[src/rtl/hwq_dreq_pkg.sv]
package hwq_dreq_pkg;

  localparam int REG_W        = 16;
  localparam int CFG_EN_BIT   = 0;
  localparam int CFG_QUAD_BIT = 1;
  localparam int ST_RFF_BIT   = 8;
  localparam int ST_TFE_BIT   = 9;

  typedef struct packed {
    logic quad;
    logic en;
  } cfg_t;

  typedef enum logic {
    DIR_TX = 1'b0,
    DIR_RX = 1'b1
  } dir_e;

endpackage

[src/rtl/hwq_fifo.sv]
module hwq_fifo #(
  parameter int DW    = 16,
  parameter int DEPTH = 4,
  localparam int AW   = (DEPTH > 1) ? $clog2(DEPTH) : 1,
  localparam int CW   = $clog2(DEPTH + 1)
) (
  input  logic          clk,
  input  logic          rst_n,
  input  logic          flush,
  input  logic          push_valid,
  output logic          push_ready,
  input  logic [DW-1:0] push_data,
  output logic          pop_valid,
  input  logic          pop_ready,
  output logic [DW-1:0] pop_data,
  output logic [CW-1:0] occ,
  output logic [CW-1:0] occ_next,
  output logic          bad_push,
  output logic          bad_pop
);

  logic [AW-1:0] wr_ptr, rd_ptr;
  logic [CW-1:0] occ_q;
  logic          do_push, do_pop;
  logic [DW-1:0] slots [DEPTH];

  assign push_ready = (occ_q != CW'(DEPTH));
  assign pop_valid  = (occ_q != '0);
  assign do_push    = push_valid && push_ready;
  assign do_pop     = pop_ready && pop_valid;
  assign bad_push   = push_valid && !push_ready;
  assign bad_pop    = pop_ready && !pop_valid;

  always_comb begin
    occ_next = occ_q;
    if (do_push && !do_pop) occ_next = occ_q + 1'b1;
    else if (do_pop && !do_push) occ_next = occ_q - 1'b1;
    if (flush) occ_next = '0;
  end

  function automatic logic [AW-1:0] bump(input logic [AW-1:0] p);
    return (p == AW'(DEPTH - 1)) ? '0 : p + 1'b1;
  endfunction

  always_ff @(posedge clk or negedge rst_n) begin
    if (!rst_n) begin
      wr_ptr <= '0;
      rd_ptr <= '0;
      occ_q  <= '0;
    end else if (flush) begin
      wr_ptr <= '0;
      rd_ptr <= '0;
      occ_q  <= '0;
    end else begin
      if (do_push) wr_ptr <= bump(wr_ptr);
      if (do_pop)  rd_ptr <= bump(rd_ptr);
      occ_q <= occ_next;
    end
  end

  for (genvar i = 0; i < DEPTH; i++) begin : g_slot
    logic [DW-1:0] slot_q;
    always_ff @(posedge clk or negedge rst_n) begin
      if (!rst_n) slot_q <= '0;
      else if (do_push && !flush && wr_ptr == AW'(i)) slot_q <= push_data;
    end
    assign slots[i] = slot_q;
  end

  assign pop_data = slots[rd_ptr];
  assign occ      = occ_q;

endmodule

[src/rtl/hwq_cfg_reg.sv]
module hwq_cfg_reg
  import hwq_dreq_pkg::*;
(
  input  logic             clk,
  input  logic             rst_n,
  input  logic             soft_rst,
  input  logic             wr_en,
  input  logic [REG_W-1:0] wdata,
  input  logic             st_rff,
  input  logic             st_tfe,
  output cfg_t             cfg,
  output logic [REG_W-1:0] rdata
);

  cfg_t cfg_q;
  logic unused_wbits;

  assign unused_wbits = ^{wdata[REG_W-1:CFG_QUAD_BIT+1]};

  always_ff @(posedge clk or negedge rst_n) begin
    if (!rst_n) begin
      cfg_q <= '0;
    end else if (soft_rst) begin
      cfg_q <= '0;
    end else if (wr_en) begin
      cfg_q.en   <= wdata[CFG_EN_BIT];
      cfg_q.quad <= wdata[CFG_QUAD_BIT];
    end
  end

  always_comb begin
    rdata               = '0;
    rdata[CFG_EN_BIT]   = cfg_q.en;
    rdata[CFG_QUAD_BIT] = cfg_q.quad;
    rdata[ST_RFF_BIT]   = st_rff;
    rdata[ST_TFE_BIT]   = st_tfe;
  end

  assign cfg = cfg_q;

endmodule

[src/rtl/hwq_req_logic.sv]
module hwq_req_logic
  import hwq_dreq_pkg::*;
#(
  parameter int DEPTH = 4,
  localparam int CW   = $clog2(DEPTH + 1)
) (
  input  logic          clk,
  input  logic          rst_n,
  input  logic          flush,
  input  cfg_t          cfg,
  input  dir_e          dir,
  input  logic [CW-1:0] occ,
  input  logic [CW-1:0] occ_next,
  input  logic          rx_last,
  input  logic          bad_push,
  input  logic          bad_pop,
  output logic          dma_req,
  output logic          st_rff,
  output logic          st_tfe,
  output logic          err
);

  logic full, empty, thr_hit, last_pend, err_q;

  assign full  = (occ == CW'(DEPTH));
  assign empty = (occ == '0);

  always_comb begin
    unique case ({dir, cfg.quad})
      {DIR_RX, 1'b1}: thr_hit = full;
      {DIR_RX, 1'b0}: thr_hit = !empty;
      {DIR_TX, 1'b1}: thr_hit = empty;
      default:        thr_hit = !full;
    endcase
  end

  always_ff @(posedge clk or negedge rst_n) begin
    if (!rst_n) begin
      last_pend <= 1'b0;
      err_q     <= 1'b0;
    end else if (flush) begin
      last_pend <= 1'b0;
      err_q     <= 1'b0;
    end else begin
      if (occ_next == '0) last_pend <= 1'b0;
      else if (rx_last && dir == DIR_RX) last_pend <= 1'b1;
      if (bad_push || bad_pop) err_q <= 1'b1;
    end
  end

  assign dma_req = cfg.en && (thr_hit || (last_pend && dir == DIR_RX));
  assign st_rff  = cfg.en && dir == DIR_RX && full;
  assign st_tfe  = cfg.en && dir == DIR_TX && empty;
  assign err     = err_q;

endmodule

[src/rtl/hwq_dreq.sv]
module hwq_dreq
  import hwq_dreq_pkg::*;
#(
  parameter int DW    = 16,
  parameter int DEPTH = 4
) (
  input  logic             clk,
  input  logic             rst_n,
  input  logic             soft_rst,
  input  logic             cfg_we,
  input  logic [REG_W-1:0] cfg_wdata,
  output logic [REG_W-1:0] cfg_rdata,
  input  logic             xfer_rx,
  input  logic             rx_last,
  input  logic             s_valid,
  output logic             s_ready,
  input  logic [DW-1:0]    s_data,
  output logic             m_valid,
  input  logic             m_ready,
  output logic [DW-1:0]    m_data,
  output logic             dma_req,
  output logic             err_flag
);

  localparam int CW = $clog2(DEPTH + 1);

  logic [CW-1:0] occ_w, occ_next_w;
  logic          bad_push_w, bad_pop_w;
  logic          st_rff_w, st_tfe_w;
  cfg_t          cfg_w;
  dir_e          dir_w;
  logic          cfg_en_w, cfg_quad_w;

  assign dir_w      = xfer_rx ? DIR_RX : DIR_TX;
  assign cfg_en_w   = cfg_w.en;
  assign cfg_quad_w = cfg_w.quad;

  hwq_fifo #(.DW(DW), .DEPTH(DEPTH)) u_fifo (
    .clk        (clk),
    .rst_n      (rst_n),
    .flush      (soft_rst),
    .push_valid (s_valid),
    .push_ready (s_ready),
    .push_data  (s_data),
    .pop_valid  (m_valid),
    .pop_ready  (m_ready),
    .pop_data   (m_data),
    .occ        (occ_w),
    .occ_next   (occ_next_w),
    .bad_push   (bad_push_w),
    .bad_pop    (bad_pop_w)
  );

  hwq_cfg_reg u_cfg (
    .clk      (clk),
    .rst_n    (rst_n),
    .soft_rst (soft_rst),
    .wr_en    (cfg_we),
    .wdata    (cfg_wdata),
    .st_rff   (st_rff_w),
    .st_tfe   (st_tfe_w),
    .cfg      (cfg_w),
    .rdata    (cfg_rdata)
  );

  hwq_req_logic #(.DEPTH(DEPTH)) u_req (
    .clk      (clk),
    .rst_n    (rst_n),
    .flush    (soft_rst),
    .cfg      (cfg_w),
    .dir      (dir_w),
    .occ      (occ_w),
    .occ_next (occ_next_w),
    .rx_last  (rx_last),
    .bad_push (bad_push_w),
    .bad_pop  (bad_pop_w),
    .dma_req  (dma_req),
    .st_rff   (st_rff_w),
    .st_tfe   (st_tfe_w),
    .err      (err_flag)
  );

endmodule

[config.mk]
export PLATFORM = sky130hd
export DESIGN_NAME = hwq_dreq
export DESIGN_NICKNAME = d
export VERILOG_FILES = /design/src/rtl/hwq_dreq_pkg.sv /design/src/rtl/hwq_fifo.sv /design/src/rtl/hwq_cfg_reg.sv /design/src/rtl/hwq_req_logic.sv /design/src/rtl/hwq_dreq.sv
export SDC_FILE = /design/constraint.sdc
export NUM_CORES = 1
export LEC_CHECK = 0
export ABC_AREA = 1
export CORE_ASPECT_RATIO = 1.75
export CORE_MARGIN = 2
export CORE_UTILIZATION = 48
export CTS_BUF_LIST = sky130_fd_sc_hd__clkbuf_8
export DETAILED_ROUTE_END_ITERATION = 12
export PLACE_DENSITY_LB_ADDON = 0.3
export SLEW_MARGIN = 5
export SYNTH_ARGS = -nofsm -noshare
export SYNTH_HDL_FRONTEND = slang
export SYNTH_SLANG_ARGS = --single-unit
[constraint.sdc]
create_clock -name clk -period 2 [get_ports clk]
set_clock_uncertainty 0.1 [all_clocks]
set_input_delay 0.3 -clock clk [delete_from_list [all_inputs] [get_ports clk]]
set_output_delay 0.3 -clock clk [all_outputs]
set_load 0.05 [all_outputs]
==> results of run 1 <==
[path summary, 6_finish.rpt]
kind,start,end,slack (ns),cells past startpoint
setup / recovery,u_fifo.occ[0],dma_req,0.03,7
hold / removal,rst_n,u_fifo.g_slot[0].slot_q[10],0.40,3
setup reg to reg,u_fifo.occ[0],u_fifo.g_slot[2].slot_q[11],0.11,8
hold reg to reg,u_fifo.g_slot[1].slot_q[14],u_fifo.g_slot[1].slot_q[14],0.40,1
max in group asynchronous,rst_n,u_fifo.g_slot[0].slot_q[14],1.08,3
min in group clk,u_fifo.g_slot[1].slot_q[14],u_fifo.g_slot[1].slot_q[14],0.40,1
[what timing repair did]
item,4_1_cts,5_1_grt
hold buffers,1,0
pin swaps,3,4
buffers inserted,5,4
setup endpoints to repair,5,11
endpoints found under the hold margin,75,0
gates resized for setup,12,11
[registers in the layout, indices dropped and copies added (netlist names)]
signal / flops
u_fifo.g_slot.slot_q: 64
u_fifo.occ: 3
u_req.err: 1
u_fifo.rd_ptr: 2
u_cfg.cfg: 2
u_req.last_pend: 1
u_fifo.wr_ptr: 2
[worst min-delay path, cell delays in order]
cell	delay, ns
dlygate4sd3_1	0.51
buf_2	0.12
buf_12	0.32
[cell type report]
| cell class | count | area (µm²) | share of cell area |
|---|---|---|---|
| Sequential cell | 75 | 1877 | 0.3897 |
| Timing Repair Buffer | 80 | 822.0 | 0.1707 |
| Multi-Input combinational cell | 225 | 1734 | 0.3601 |
| Clock inverter | 4 | 42.54 | 0.008833 |
| Tap cell | 88 | 110.1 | 0.02286 |
| Clock buffer | 11 | 151.4 | 0.03144 |
| Inverter | 21 | 78.83 | 0.01637 |
[layout by cell type (no fill, tap or decap)]
master / n
clkdlybuf4s50_1: 25
buf_6: 4
o22ai_2: 16
buf_2: 1
dlymetal6s2s_1: 1
inv_1: 21
ha_1: 7
a21oi_4: 1
nor2_4: 5
nand4_1: 1
o21ai_0: 35
inv_2: 2
nand3_1: 13
dfrtp_1: 75
nand3b_1: 1
nand2_4: 3
buf_12: 11
clkinv_2: 1
dlygate4sd3_1: 1
o311ai_4: 1
bufinv_16: 1
nor2_2: 1
ha_4: 1
o21ai_1: 5
mux2_2: 64
nor2_1: 36
or2_2: 1
dlygate4sd2_1: 1
clkbuf_8: 11
conb_1: 12
nor3_4: 1
nor3_1: 1
nand2_1: 20
buf_4: 36
[where the power goes]
part | total, µW | switching [µW] | internal [µW] | leakage (µW)
Combinational | 3880 | 2300 | 1580 | 0.00121
Clock | 1150 | 520 | 627 | 0.000108
Sequential | 2380 | 305 | 2080 | 0.000934
[logic make-up (layout without fill, tap and decap cells)]
logic type      Yosys count  after routing  share of synthesized area
simple gates             83             83                     0.1032
flops                    75             75                     0.5111
mux                      64             64                     0.1963
compound gates           58             58                    0.08859
buf+inv                  49            116                    0.07257
fa+ha+maj                 8              8                    0.02726
other cells               1             12                   0.001021
[through the flow]
| stage | cells | power, µW |
|---|---|---|
| after floorplan | 349 | 4939 |
| after global placement | 479 | 5972 |
| after detailed placement | 479 | 6072 |
| after CTS | 500 | 7337 |
| after global routing | 504 | 7825 |
| final | 504 | 7409 |
[per-layer routing]
layer | global-route usage | wire length [µm] | up-vias
met5 | 0 | 0 | -
met1 | 0.2343 | 3296 | 1329
li1 | - | - | 1269
met4 | 0.09856 | 138 | 0
met3 | 0.03275 | 250 | 9
met2 | 0.3589 | 4365 | 58
==> flow_summary.ini, run 1 <==
[sta]
relSlewSlack = 0.6610
worst_pin_slew_ns = 0.5077
setup_viol_count_final = 0
timing.hold.ws_ns = 0.4002
rsz0062_at_grt = yes
hold_viol = 0
drv_slew = 0
final.setup.tns_ns = 0
fin_crit_sh = 0.9825
max_freq_mhz = 508.9
setup_ws_ns = 0.03498
post-route-min-period_ns = 1.965

[die]
die_area_mm2 = 0.008394
start_util = 0.4887
io_pins = 76
num_rows = 42
die_h_um = 119.7
die_w_um = 70.12
core-area_mm2 = 0.007515

[job]
cap_violations = 0

[yosys]
synth_top_area_frac = 0.5111
synth.area.top_cells = dfrtp_1 51%, mux2_2 20%, o21ai_0 5.3%, nor2_1 3.9%, buf_4 2.9%
yosys.area.top_type = dfrtp_1
synth_most_common_cell = dfrtp_1
synth_seq_cells = 75
yosysWarnings = 0
async_flop_share = 1.000
synthTopCellsByCount = 75 x dfrtp_1, 64 x mux2_2, 39 x o21ai_0
synth_cell_types = 23
syn_avg_cell_area_um2 = 10.86
netlist_area_mm2 = 0.003672
syn-instance-count = 338
synth_ff_type = dfrtp_1
yosysSeqAreaShare = 0.5111
synth_edf_count = 0

[global_routing]
grt_max_degree = 76
grtUsageTotal = 0.2025
grt_pass1_wl_mm = 13.21
grt_pass1_vias = 2764
grt_overflow = 0
antenna_found_initial = 0

[cts]
h-tree-depth = 3
cts.sinks = 75
cts_buffer_depth = 2
cts_tree = done
path_clk_slew_ns = 0.07
cts-root-buf = clkbuf_8
clkLatencyLatePin_ns = 0.35
cts_buffers = 9

[placement]
dpl_cell_area_mm2 = 0.004472
dpl.hpwl_mm = 5.353
routabilityCongestion = 0.7766
dp_slack_ns = -0.01773
portBuffers = 49

[setup_path]
crit_chain = inv_2 -> ha_4 -> nand2_4 -> nor3_4 -> nor2_2 -> o311ai_4 -> buf_12
worst_path_largest_cell_delay_ns = 0.40
cpLargestDelayFamily = flip-flops
slowest_stage = dfrtp_1
endpoint_kind = output port
critPathLaunchType = flip-flop
criticalPathCategory = reg2out
crit_fanout = 5
crit_arrival_ns = 1.57
critPathRequiredTime_ns = 1.60
critPathBufInv = 2

[detailed_routing]
vias = 2665
detail_route.first_pass.iterations = 4
wire_per_inst_um = 15.97
drc = 0
viasPerCell = 5.288
detail-route-antenna-nets = 0
drt_iter0_drc = 157
routed_wl_mm = 8.051

[pwr]
ir_worst_vdd_mv = 0.9884
cellLeakagePower_uw = 0.002250
powerDensity_mw_per_mm2 = 1538

[final_layout]
synthToLayoutAreaGrowth_pct = 31.14
drive_gt1_frac = 0.3870
fin_nets = 460
num_antenna_cells = 0
fin_area_mm2 = 0.004816
fillers = 601
final_util = 0.6409

[min_path]
worst_hold_path_type = in2async

[status]
status = completed
Power figures use the tool's default switching activity.
==> run 2, diff against run 1 <==
--- a/config.mk
+++ b/config.mk
@@ -6,12 +6,12 @@
 export NUM_CORES = 1
 export LEC_CHECK = 0
 export ABC_AREA = 1
-export CORE_ASPECT_RATIO = 1.75
+export CORE_ASPECT_RATIO = 1.5
 export CORE_MARGIN = 2
 export CORE_UTILIZATION = 48
 export CTS_BUF_LIST = sky130_fd_sc_hd__clkbuf_8
 export DETAILED_ROUTE_END_ITERATION = 12
-export PLACE_DENSITY_LB_ADDON = 0.3
+export PLACE_DENSITY = 0.78
 export SLEW_MARGIN = 5
 export SYNTH_ARGS = -nofsm -noshare
 export SYNTH_HDL_FRONTEND = slang
==> run 2 against run 1 <==
  * Sequential cell count unchanged
  * Die area fell by 0.16%
  * Hold slack worse by 0.073 ns
  * Count of clock-buffer cells in the layout grew 1
  * Cell area rose by 0.55%
  * Global-route usage shrank 0.087 points
  * Sequential share of layout area is 0.21 points lower
  * Via count fell by 0.15%
  * Fmax decreased by 0.21%
  * Clock power about the same
  * Largest power group unchanged
  * Highest routed layer unchanged
==> flow_summary.ini, run 2 (synthesized netlist as in run 1, its figures left out) <==
[sta]
post-route-min-period_ns = 1.969
setup_viol_count_final = 0
drv_slew = 0
worst_pin_slew_ns = 0.5038
relSlewSlack = 0.6631
max_freq_mhz = 507.8
rsz0062_at_grt = yes
hold_viol = 0
fin_crit_sh = 0.9846

[setup_path]
slowest_stage = dfrtp_1
critPathLaunchType = flip-flop
worst_path_largest_cell_delay_ns = 0.36
criticalPathCategory = reg2out
cpLargestDelayFamily = buffers and inverters
reg2reg_slack_ns = 0.09
endpoint_kind = output port
critPathRequiredTime_ns = 1.60
crit_fanout = 3
critPathBufInv = 3
crit_chain = inv_2 -> ha_4 -> buf_4 -> o311ai_4 -> clkbuf_16
crit_arrival_ns = 1.57

[die]
die_w_um = 75.42
start_util = 0.4887
num_rows = 39
io_pins = 76
die_area_mm2 = 0.008380
core-area_mm2 = 0.007515
die_h_um = 111.1

[detailed_routing]
wire_per_inst_um = 14.96
detail_route.first_pass.iterations = 4
drc = 0
vias = 2661
drt_iter0_drc = 96
routed_wl_mm = 7.736
viasPerCell = 5.147
detail-route-antenna-nets = 0

[cts]
cts_buffers = 9
cts_tree = done
clkLatencyLatePin_ns = 0.35
cts_buffer_depth = 2
path_clk_slew_ns = 0.08
cts-root-buf = clkbuf_8
cts.sinks = 75
h-tree-depth = 3

[final_layout]
final_cell_mix = 75 x dfrtp_1, 64 x mux2_2, 37 x o21ai_0
largest_reg_flops = 64
final_common_cell = dfrtp_1
fin_nets = 458
multi_input_area_mm2 = 0.001724
final-seq-area_mm2 = 0.001877
top_register = u_fifo.g_slot.slot_q
stdcell_count = 517
drive_gt1_frac = 0.3855
fillers = 609
synthToLayoutAreaGrowth_pct = 31.86
num_antenna_cells = 0

[pwr]
cellLeakagePower_uw = 0.002244
powerDensity_mw_per_mm2 = 1513
p_sw_frac = 0.4206
total_power_uw = 7328
pwr-share-clk = 0.162
ir_worst_vdd_mv = 1.177
combPwrFrac = 0.517
p_sw_uw = 3082
intPower_uw = 4245
seqPwrFrac = 0.322

[global_routing]
antenna_found_initial = 0
grt_pass1_wl_mm = 12.85
grt_max_degree = 44
grt_pass1_vias = 2643
grt_overflow = 0
grtUsageTotal = 0.2016

[min_path]
worst_hold_path_type = in2async

[placement]
portBuffers = 49
dpl.cell_count = 494
dpl.hpwl_mm = 5.229
routabilityCongestion = 0.8137

[job]
cap_violations = 0

[status]
status = completed
-- run 2: changes by cell type in the layout (fill, tap and decap cells not counted), sizes merged --
cell | before | now
clkbuf | 11 | 13
clkinv | 1 | 0
inv | 23 | 24
clkdlybuf4s50 | 25 | 26
buf | 52 | 49
dlygate4sd2 | 1 | 0
-- run 2: cell type report --
| cell class | count | area share |
|---|---|---|
| Clock inverter | 4 | 0.008527 |
| Clock buffer | 12 | 0.03411 |
| Tap cell | 102 | 0.02636 |
| Timing Repair Buffer | 78 | 0.1711 |
| Inverter | 21 | 0.01628 |
| Multi-Input combinational cell | 225 | 0.3561 |
| Sequential cell | 75 | 0.3876 |
-- run 2: metrics by stage --
step | instance area (µm²) | setup slack [ns] | hold WS (ns) | utilization | setup TNS (ns)
after floorplan | 3821 | -0.07851 | -0.09559 | - | -0.09770
after global placement | 4512 | -0.01742 | 0.1655 | 0.6004 | -0.2171
after detailed placement | 4512 | -0.04430 | 0.1777 | 0.6004 | -0.6960
after CTS | 4790 | -0.04306 | 0.3356 | 0.6374 | -0.04306
after global routing | 4842 | -0.04429 | 0.3781 | 0.6444 | -0.04681
final | 4842 | 0.03088 | 0.3273 | 0.6444 | 0
-- run 2: worst reg2reg max path: cells and delay by family (launching register included) --
kind / cells / cell delay, ns
simple gates: 2 / 0.30
fa+ha+maj: 1 / 0.17
compound gates: 1 / 0.15
mux: 1 / 0.34
buf+inv: 3 / 0.38
flops: 1 / 0.36
-- run 2: repair_timing --
item / in CTS / in global routing
hold buffers: 1 / 0
hold endpoints to repair: 32 / 0
setup endpoints to repair: 5 / 18
pin swaps: 5 / 2
setup buffers: 4 / 2
gates resized for setup: 8 / 12
-- run 2: worst paths after layout --
check	startpoint	to	depth (start not counted)
worst max register to register	u_fifo.occ[1]	u_fifo.g_slot[2].slot_q[9]	8
worst min register to register	u_fifo.g_slot[1].slot_q[12]	u_fifo.g_slot[1].slot_q[12]	1
worst max-delay path	u_fifo.occ[1]	dma_req	5
max in group asynchronous	rst_n	u_fifo.wr_ptr[1]	3
worst min-delay path	rst_n	u_fifo.g_slot[3].slot_q[2]	2
min in group clk	u_fifo.g_slot[1].slot_q[12]	u_fifo.g_slot[1].slot_q[12]	1
-- run 2: power by group through the flow --
stage	Clock (µW)	Sequential, µW	Combinational [µW]
2_1_floorplan	0	2330	2610
3_3_place_gp	0	2350	3580
3_5_place_dp	0	2380	3650
4_1_cts	1210	2350	3760
5_1_grt	1270	2420	4040
6_report	1180	2360	3790
-- run 2: routing by layer --
metal	vias up	track usage	part of all wire
li1	1276	-	-
met1	1314	0.2722	0.42
met2	58	0.3154	0.52
met3	13	0.03818	0.040
met4	0	0.08070	0.019
met5	-	0	0
==> run 3, diff against run 2 <==
--- a/config.mk
+++ b/config.mk
@@ -10,8 +10,10 @@
 export CORE_MARGIN = 2
 export CORE_UTILIZATION = 48
 export CTS_BUF_LIST = sky130_fd_sc_hd__clkbuf_8
+export CTS_CLUSTER_DIAMETER = 40
 export DETAILED_ROUTE_END_ITERATION = 12
 export PLACE_DENSITY = 0.78
+export SKIP_LAST_GASP = 1
 export SLEW_MARGIN = 5
 export SYNTH_ARGS = -nofsm -noshare
 export SYNTH_HDL_FRONTEND = slang
==> run 3 against run 2 <==
  * Total power about the same
  * Critical endpoint unchanged
  * Highest routed layer unchanged
  * Hold slack got worse by 0.0022 ns
  * Critical path depth unchanged
  * Final cell count unchanged
==> flow_summary.ini, run 3 (synthesized netlist as in run 1, its figures left out) <==
[min_path]
worst_hold_path_type = in2async

[pwr]
p_sw_frac = 0.4208
seqPwrFrac = 0.322
cellLeakagePower_uw = 0.002244
ir_worst_vdd_mv = 1.179
powerDensity_mw_per_mm2 = 1514
combPwrFrac = 0.516
p_sw_uw = 3084
pwr-share-clk = 0.162
intPower_uw = 4245

[placement]
portBuffers = 49
dpl_cell_area_mm2 = 0.004512
dpl.hpwl_mm = 5.229
dp_slack_ns = -0.04430
routabilityCongestion = 0.8137

[global_routing]
antenna_found_initial = 0
grt_pass1_vias = 2643
grt_max_degree = 44
grtUsageTotal = 0.2016
grt_pass1_wl_mm = 12.85
grt_overflow = 0

[final_layout]
drive_gt1_frac = 0.3855
fin_area_mm2 = 0.004842
num_antenna_cells = 0
fin_nets = 458
final_util = 0.6444
synthToLayoutAreaGrowth_pct = 31.86
final_common_cell = dfrtp_1
largest_reg_flops = 64
top_register = u_fifo.g_slot.slot_q
fillers = 609
final_cell_mix = 75 x dfrtp_1, 64 x mux2_2, 37 x o21ai_0

[die]
start_util = 0.4887
die_area_mm2 = 0.008380
core-area_mm2 = 0.007515
die_w_um = 75.42
num_rows = 39
io_pins = 76
die_h_um = 111.1

[detailed_routing]
drc = 0
detail-route-antenna-nets = 0
detail_route.first_pass.iterations = 4
viasPerCell = 5.174
routed_wl_mm = 7.727
vias = 2675
wire_per_inst_um = 14.95
drt_iter0_drc = 93

[setup_path]
criticalPathCategory = reg2out
critPathRequiredTime_ns = 1.60
critPathLaunchType = flip-flop
r2r_cells = 8
crit_fanout = 3
endpoint_kind = output port
crit_arrival_ns = 1.57

[sta]
final.setup.tns_ns = 0
hold_viol = 0
setup_viol_count_final = 0
worst_pin_slew_ns = 0.5038
max_freq_mhz = 507.6
timing.hold.ws_ns = 0.3251
relSlewSlack = 0.6631
setup_ws_ns = 0.02996
post-route-min-period_ns = 1.970
rsz0062_at_grt = yes
drv_slew = 0
fin_crit_sh = 0.9850

[cts]
cts_buffers = 9
path_clk_slew_ns = 0.08
cts_buffer_depth = 2
cts.sinks = 75
cts_tree = done
clkLatencyLatePin_ns = 0.35
h-tree-depth = 3
cts-root-buf = clkbuf_8

[job]
cap_violations = 0

[status]
status = completed
==> run 3: cell counts in the layout (fill, tap and decap cells not counted) <==
No cell type changed its count.
==> run 3: final cells by class <==
cell class / instances / area [µm²] / share of cell area
Clock buffer: 12 / 165.2 / 0.03411
Clock inverter: 4 / 41.29 / 0.008527
Inverter: 21 / 78.83 / 0.01628
Multi-Input combinational cell: 225 / 1724 / 0.3561
Sequential cell: 75 / 1877 / 0.3876
Tap cell: 102 / 127.6 / 0.02636
Timing Repair Buffer: 78 / 828.3 / 0.1711
==> run 3: power by group through the flow <==
| stage | clock network [µW] | registers (µW) | logic, µW |
|---|---|---|---|
| CTS | 1210 | 2350 | 3760 |
| detailed placement | 0 | 2380 | 3650 |
| global placement | 0 | 2350 | 3580 |
| floorplan | 0 | 2330 | 2610 |
| global route | 1270 | 2420 | 4040 |
| finish | 1190 | 2360 | 3790 |
==> run 3: worst paths after layout <==
kind | startpoint | endpoint | slack (ns)
worst min-delay path | rst_n | u_fifo.g_slot[3].slot_q[2] | 0.33
worst min register to register | u_fifo.g_slot[1].slot_q[4] | u_fifo.g_slot[1].slot_q[4] | 0.40
max in group asynchronous | rst_n | u_fifo.wr_ptr[1] | 0.87
worst max register to register | u_fifo.occ[1] | u_fifo.g_slot[3].slot_q[13] | 0.09
min in group clk | u_fifo.g_slot[1].slot_q[4] | u_fifo.g_slot[1].slot_q[4] | 0.40
worst max-delay path | u_fifo.occ[1] | dma_req | 0.03
==> run 3: through the flow <==
stage,std cells,power [µW]
3_3_place_gp,494,5926
6_report,517,7329
3_5_place_dp,494,6029
5_1_grt,517,7727
2_1_floorplan,349,4939
4_1_cts,515,7319
==> run 3: critical path: stages, from the launching register on <==
cell and delay (ns):
dfrtp_1 0.36, inv_2 0.06, ha_4 0.17, buf_4 0.16
o311ai_4 0.25, clkbuf_16 0.22
==> run 3: per-layer routing <==
metal  GRT usage  vias to the layer above  share of wire
li1            -                     1276              -
met1      0.2722                     1324           0.42
met2      0.3154                       62           0.52
met3     0.03818                       13          0.040
met4     0.08070                        0          0.019
met5           0                        -              0
==> run 3: repair_timing <==
| action | CTS | global route |
|---|---|---|
| gates resized for setup | 8 | 12 |
| hold buffers | 1 | 0 |
| setup buffers | 4 | 2 |
| setup endpoints to repair | 5 | 18 |
| pin swaps | 5 | 2 |
| endpoints found under the hold margin | 32 | 0 |
